$ cat config.mk
export PLATFORM = sky130hd
export DESIGN_NAME = cec_rx_errpol
export DESIGN_NICKNAME = d
export VERILOG_FILES = /design/src/rtl/cec_errpol_pkg.sv /design/src/rtl/cec_errpol_decide.sv /design/src/rtl/cec_errpol_flags.sv /design/src/rtl/cec_errpol_pulse.sv /design/src/rtl/cec_errpol_hold.sv /design/src/rtl/cec_rx_errpol.sv
export SDC_FILE = /design/constraint.sdc
export NUM_CORES = 1
export LEC_CHECK = 0
export ABC_AREA = 1
export CAP_MARGIN = 20
export CELL_PAD_IN_SITES_DETAIL_PLACEMENT = 1
export CELL_PAD_IN_SITES_GLOBAL_PLACEMENT = 2
export CORE_MARGIN = 4
export CORE_UTILIZATION = 26
export CTS_CLUSTER_SIZE = 20
export DETAILED_ROUTE_END_ITERATION = 12
export PLACE_DENSITY = 0.85
export SLEW_MARGIN = 15
export SYNTH_ARGS = -nofsm -noshare
export SYNTH_HDL_FRONTEND = slang
export SYNTH_HIERARCHICAL = 1
export SYNTH_SLANG_ARGS = --single-unit
$ cat constraint.sdc
create_clock -name clk_i -period 1.4 [get_ports clk_i]
set_input_delay 0.28 -clock clk_i [delete_from_list [all_inputs] [get_ports clk_i]]
set_output_delay 0.28 -clock clk_i [all_outputs]
set_load 0.005 [all_outputs]
$ cat src/rtl/cec_errpol_pkg.sv
package cec_errpol_pkg;
  localparam int NKIND   = 3;
  localparam int K_RISE  = 0;
  localparam int K_LONG  = 1;
  localparam int K_SHORT = 2;

  typedef struct packed {
    logic stop_on_rise;
    logic rise_errbit;
    logic long_errbit;
    logic bcast_quiet;
    logic full_listen;
  } policy_cfg_t;

  typedef struct packed {
    logic abort;
    logic errbit;
  } action_t;

  // Policy for one fault kind, given frame type and configuration.
  function automatic action_t decide_action(input int kind, input logic bcast,
                                            input policy_cfg_t c);
    action_t a;
    a.abort  = 1'b0;
    a.errbit = 1'b0;
    case (kind)
      K_RISE: begin
        a.abort = c.stop_on_rise;
        if (bcast) a.errbit = c.stop_on_rise & ~c.bcast_quiet;
        else       a.errbit = c.stop_on_rise & c.rise_errbit;
      end
      K_LONG: begin
        a.abort  = 1'b1;
        a.errbit = bcast ? ~c.bcast_quiet : c.long_errbit;
      end
      default: begin
        a.abort  = 1'b1;
        a.errbit = ~(bcast & (c.bcast_quiet | c.full_listen));
      end
    endcase
    return a;
  endfunction
endpackage

$ cat src/rtl/cec_errpol_decide.sv
module cec_errpol_decide
  import cec_errpol_pkg::*;
(
  input  logic [NKIND-1:0] hit_i,
  input  logic             bcast_i,
  input  policy_cfg_t      cfg_i,
  output logic             abort_o,
  output logic             errbit_o
);
  logic [NKIND-1:0] ab_vec;
  logic [NKIND-1:0] eb_vec;

  for (genvar k = 0; k < NKIND; k++) begin : g_kind
    action_t act;
    assign act       = decide_action(k, bcast_i, cfg_i);
    assign ab_vec[k] = hit_i[k] & act.abort;
    assign eb_vec[k] = hit_i[k] & act.errbit;
  end

  assign abort_o  = |ab_vec;
  assign errbit_o = |eb_vec;
endmodule

$ cat src/rtl/cec_errpol_flags.sv
module cec_errpol_flags #(
  parameter int N = 3
) (
  input  logic         clk_i,
  input  logic         rst_ni,
  input  logic [N-1:0] set_i,
  input  logic [N-1:0] clr_i,
  output logic [N-1:0] flags_o
);
  for (genvar k = 0; k < N; k++) begin : g_flag
    always_ff @(posedge clk_i or negedge rst_ni) begin
      if (!rst_ni)       flags_o[k] <= 1'b0;
      else if (set_i[k]) flags_o[k] <= 1'b1;
      else if (clr_i[k]) flags_o[k] <= 1'b0;
    end
  end
endmodule

$ cat src/rtl/cec_errpol_pulse.sv
module cec_errpol_pulse #(
  parameter int BIT_CYCLES = 16
) (
  input  logic clk_i,
  input  logic rst_ni,
  input  logic start_i,
  output logic drive_o
);
  localparam int ERR_LEN = (BIT_CYCLES * 3) / 2;
  localparam int CW      = $clog2(ERR_LEN + 1);

  logic [CW-1:0] cnt_q;

  always_ff @(posedge clk_i or negedge rst_ni) begin
    if (!rst_ni)            cnt_q <= '0;
    else if (start_i)       cnt_q <= CW'(ERR_LEN);
    else if (cnt_q != '0)   cnt_q <= cnt_q - 1'b1;
  end

  assign drive_o = (cnt_q != '0);
endmodule

$ cat src/rtl/cec_errpol_hold.sv
module cec_errpol_hold #(
  parameter int BIT_CYCLES = 16
) (
  input  logic clk_i,
  input  logic rst_ni,
  input  logic abort_i,
  input  logic drive_i,
  input  logic line_i,
  output logic hold_o
);
  localparam int IW = $clog2(BIT_CYCLES + 1);

  logic [IW-1:0] idle_q;

  always_ff @(posedge clk_i or negedge rst_ni) begin
    if (!rst_ni) begin
      hold_o <= 1'b0;
      idle_q <= '0;
    end else if (abort_i) begin
      hold_o <= 1'b1;
      idle_q <= '0;
    end else if (hold_o) begin
      if (line_i && !drive_i) begin
        if (idle_q == IW'(BIT_CYCLES - 1)) begin
          hold_o <= 1'b0;
          idle_q <= '0;
        end else begin
          idle_q <= idle_q + 1'b1;
        end
      end else begin
        idle_q <= '0;
      end
    end
  end
endmodule

$ cat src/rtl/cec_rx_errpol.sv
module cec_rx_errpol
  import cec_errpol_pkg::*;
#(
  parameter int BIT_CYCLES = 16
) (
  input  logic       clk_i,
  input  logic       rst_ni,
  input  logic       rise_err_i,
  input  logic       long_err_i,
  input  logic       short_err_i,
  input  logic       bcast_i,
  input  logic       full_listen_i,
  input  logic       cfg_stop_on_rise_i,
  input  logic       cfg_rise_errbit_i,
  input  logic       cfg_long_errbit_i,
  input  logic       cfg_bcast_quiet_i,
  input  logic       line_i,
  input  logic [2:0] flag_clr_i,
  output logic       rx_abort_o,
  output logic       errbit_o,
  output logic       rx_hold_o,
  output logic [2:0] flags_o
);
  policy_cfg_t      cfg;
  logic [NKIND-1:0] strobes;
  logic [NKIND-1:0] accepted;
  logic             abort_now;
  logic             errbit_now;

  assign cfg = '{stop_on_rise: cfg_stop_on_rise_i, rise_errbit: cfg_rise_errbit_i,
                 long_errbit: cfg_long_errbit_i, bcast_quiet: cfg_bcast_quiet_i,
                 full_listen: full_listen_i};

  assign strobes[K_RISE]  = rise_err_i;
  assign strobes[K_LONG]  = long_err_i;
  assign strobes[K_SHORT] = short_err_i;
  assign accepted         = strobes & {NKIND{~rx_hold_o}};

  cec_errpol_decide u_decide (
    .hit_i   (accepted),
    .bcast_i (bcast_i),
    .cfg_i   (cfg),
    .abort_o (abort_now),
    .errbit_o(errbit_now)
  );

  always_ff @(posedge clk_i or negedge rst_ni) begin
    if (!rst_ni) rx_abort_o <= 1'b0;
    else         rx_abort_o <= abort_now;
  end

  cec_errpol_pulse #(.BIT_CYCLES(BIT_CYCLES)) u_pulse (
    .clk_i  (clk_i),
    .rst_ni (rst_ni),
    .start_i(errbit_now),
    .drive_o(errbit_o)
  );

  cec_errpol_hold #(.BIT_CYCLES(BIT_CYCLES)) u_hold (
    .clk_i  (clk_i),
    .rst_ni (rst_ni),
    .abort_i(abort_now),
    .drive_i(errbit_o),
    .line_i (line_i),
    .hold_o (rx_hold_o)
  );

  cec_errpol_flags #(.N(NKIND)) u_flags (
    .clk_i  (clk_i),
    .rst_ni (rst_ni),
    .set_i  (accepted),
    .clr_i  (flag_clr_i),
    .flags_o(flags_o)
  );
endmodule

==> impl_metrics.env <==
export IMPL_outcome="finished, final reports clean"
export IMPL_grt_overflow=0
export IMPL_path_clk_slew_ns=0.09
export IMPL_arrival_ns=1.12
export IMPL_syn_area_um2=840
export IMPL_critPathKind="flip-flop to output pin"
export IMPL_max_cap_violations=0
export IMPL_ctsRootBufferMaster="clkbuf_4"
export IMPL_skew_ns=0.00250
export IMPL_drt_antenna_violating_nets=0
export IMPL_leakagePower_nw=0.694
export IMPL_fin_ws_ns=0.00140
export IMPL_tns_ns=0
export IMPL_max_stage_delay_ns=0.41
export IMPL_grt_pass1_wl_um=3740
export IMPL_start_kind="flip-flop"
export IMPL_slew_viol_final=0
export IMPL_cts_tree="yes"
export IMPL_peakVddDrop_v=0.000518
export IMPL_wl_per_cell_um=11.4
export IMPL_layout_drive_gt1_share_pct=30.7
export IMPL_fin_nets=171
export IMPL_pre_cts_slack_ns=-0.244
export IMPL_drt_iter0_drc=26
export IMPL_worstPathRequired_ns=1.12
export IMPL_critical_path_top_delay_family="flip-flops"
export IMPL_worst_hold_slack_ns=0.310
export IMPL_grt_pass1_vias=885
export IMPL_synth_net_count=128
export IMPL_fin_crit_sh_pct=99.9
export IMPL_clk_latency_ns=0.28
export IMPL_path_cells="inv_2, ha_4, nand3_4, buf_6"
export IMPL_end_kind="output pin"
export IMPL_rows=20
export IMPL_p_per_area_nw_per_um2=1220
export IMPL_hp_class="primary input to async pin"
export IMPL_seq_area_frac_synth_pct=44.7
export IMPL_postSynthRegisterBits=15
export IMPL_synth_cells=111
export IMPL_worstMarginPinSlew_ns=0.207
export IMPL_h_tree_depth=1
export IMPL_clockBufferDepth=2
export IMPL_hold_viol_final=0
export IMPL_nFillCells=390
export IMPL_gp_congestion=0.773
export IMPL_finish_utilization_pct=42.3
export IMPL_cts_sinks=15
export IMPL_grt_max_degree=16
export IMPL_fin_crit_ns=1.40
export IMPL_port_buffers=20
export IMPL_ff2ff_setup_slack_ns=0.08
export IMPL_antenna_cells=0
export IMPL_drcViolationCount=0
export IMPL_synth_cell_types=18
export IMPL_drt_pre_antenna_iters=2
export IMPL_postSynthAreaPerCell_um2=7.56
export IMPL_io_pins=21
export IMPL_viasPerCell=4.18
export IMPL_p_total_mw=1.59
export IMPL_cp_slowest_cell="dfrtp_1"
export IMPL_grt_setup_unrepaired="true"
export IMPL_numCtsBuffers=3
export IMPL_relSlewSlack_pct=86.2
export IMPL_via_count=823
export IMPL_wl_um=2250
export IMPL_fmax_ghz=0.715
export IMPL_dp_hpwl_um=1740
export IMPL_start_util_pct=27.3
export IMPL_antenna_found_initial=0
export IMPL_die_width_um=64.8
export IMPL_critPathMaxFanout=2
export IMPL_die_h_um=64.8
export IMPL_die_area_um2=4200
export IMPL_fp_coreArea_um2=3080
export IMPL_yosysWarnings=6
export IMPL_path_buf_inv=2
export IMPL_grt_use_total_pct=11.4
export IMPL_setup_viol_count_final=0
export IMPL_area_growth_pct=55.0
==> registers in the layout (all words and copies together) (netlist names) <==
signal and count:
u_hold/idle_q 5, u_pulse/cnt_q 5, u_flags/flags_o 3, rx_abort_o 1, u_hold/hold_o 1
==> per-stage QoR <==
stage	instance area (µm²)	cells
2_1_floorplan	840	111
3_3_place_gp	1190	188
3_5_place_dp	1190	188
4_1_cts	1240	195
5_1_grt	1300	197
6_report	1300	197
==> final cells by class <==
class | instances | area [µm²] | share of cell area, %
sequential | 15 | 375 | 28.8
tap | 44 | 55.1 | 4.23
inverter | 25 | 93.8 | 7.21
multi-input combinational | 71 | 413 | 31.7
clock buffer | 4 | 26.3 | 2.02
timing repair buffer | 38 | 338 | 26.0
==> layout by cell type, fill, tap and decap left out, types with 3 or more instances in the layout <==
cell             Yosys  final
buf_4                0     16
buf_6                0      3
clkbuf_4             0      3
clkdlybuf4s50_1      0     14
dfrtp_1             15     15
dlygate4sd2_1        0      5
inv_1               22     19
inv_2                3      6
nand2_1             36     34
nand2_2              1      3
nand3_1              6      5
nand3_2              3      3
nand4_1              3      3
nor2_2               2      7
nor2_4               3      3
==> Yosys cell counts <==
library cell | n | share of area, %
inv_1 | 22 | 9.8
inv_2 | 3 | 1.3
o21ai_1 | 1 | 0.60
nand3b_1 | 1 | 0.89
nand2_1 | 36 | 16
dfrtp_1 | 15 | 45
nor2_2 | 2 | 1.5
nand3_1 | 6 | 3.6
a21boi_2 | 1 | 1.3
a21oi_1 | 2 | 1.2
xor2_1 | 1 | 1.0
o21ai_0 | 2 | 1.2
nor2_1 | 7 | 3.1
nand2_2 | 1 | 0.75
nand4_1 | 3 | 2.2
ha_1 | 2 | 3.0
nor2_4 | 3 | 4.0
nand3_2 | 3 | 3.6
==> where the power goes <==
group | internal [mW] | switching, mW | leakage (nW)
sequential | 0.525 | 0.0622 | 0.193
combinational | 0.397 | 0.360 | 0.486
clock | 0.111 | 0.139 | 0.0150
==> layer usage <==
| metal | GRT usage, % | part of all wire (%) |
|---|---|---|
| met4 | 1.58 | 0.40 |
| met5 | 0 | 0 |
| met3 | 3.64 | 4.0 |
| met2 | 22.2 | 57 |
| met1 | 11.8 | 38 |
==> kinds of logic after synthesis <==
kind of cell | count (synthesis) | synth area share, %
adders and majority gates | 2 | 2.98
and+or+nand+nor | 62 | 35.8
DFF | 15 | 44.7
xor gates and xnor gates | 1 | 1.04
buffers and inverters | 25 | 11.2
AOI/OAI and AO/OA | 6 | 4.32
==> worst paths after layout <==
check | start | to | cells past startpoint
setup / recovery | u_pulse/cnt_q[0] | errbit_o | 4
hold / removal | rst_ni | u_pulse/cnt_q[3] | 2
setup reg to reg | u_pulse/cnt_q[0] | u_hold/idle_q[4] | 9
min in group clk_i | u_flags/flags_o[0] | u_flags/flags_o[0] | 2
hold reg to reg | u_flags/flags_o[0] | u_flags/flags_o[0] | 2
max in group asynchronous | rst_ni | u_flags/flags_o[0] | 2
==> what timing repair did <==
item / 4_1_cts / 5_1_grt
resized for setup: 13 / 13
setup endpoints to repair: 9 / 11
pin swaps: 1 / 3
hold buffers: 0 / 0
setup buffers: 3 / 2
(Power assumes the default switching activity.)
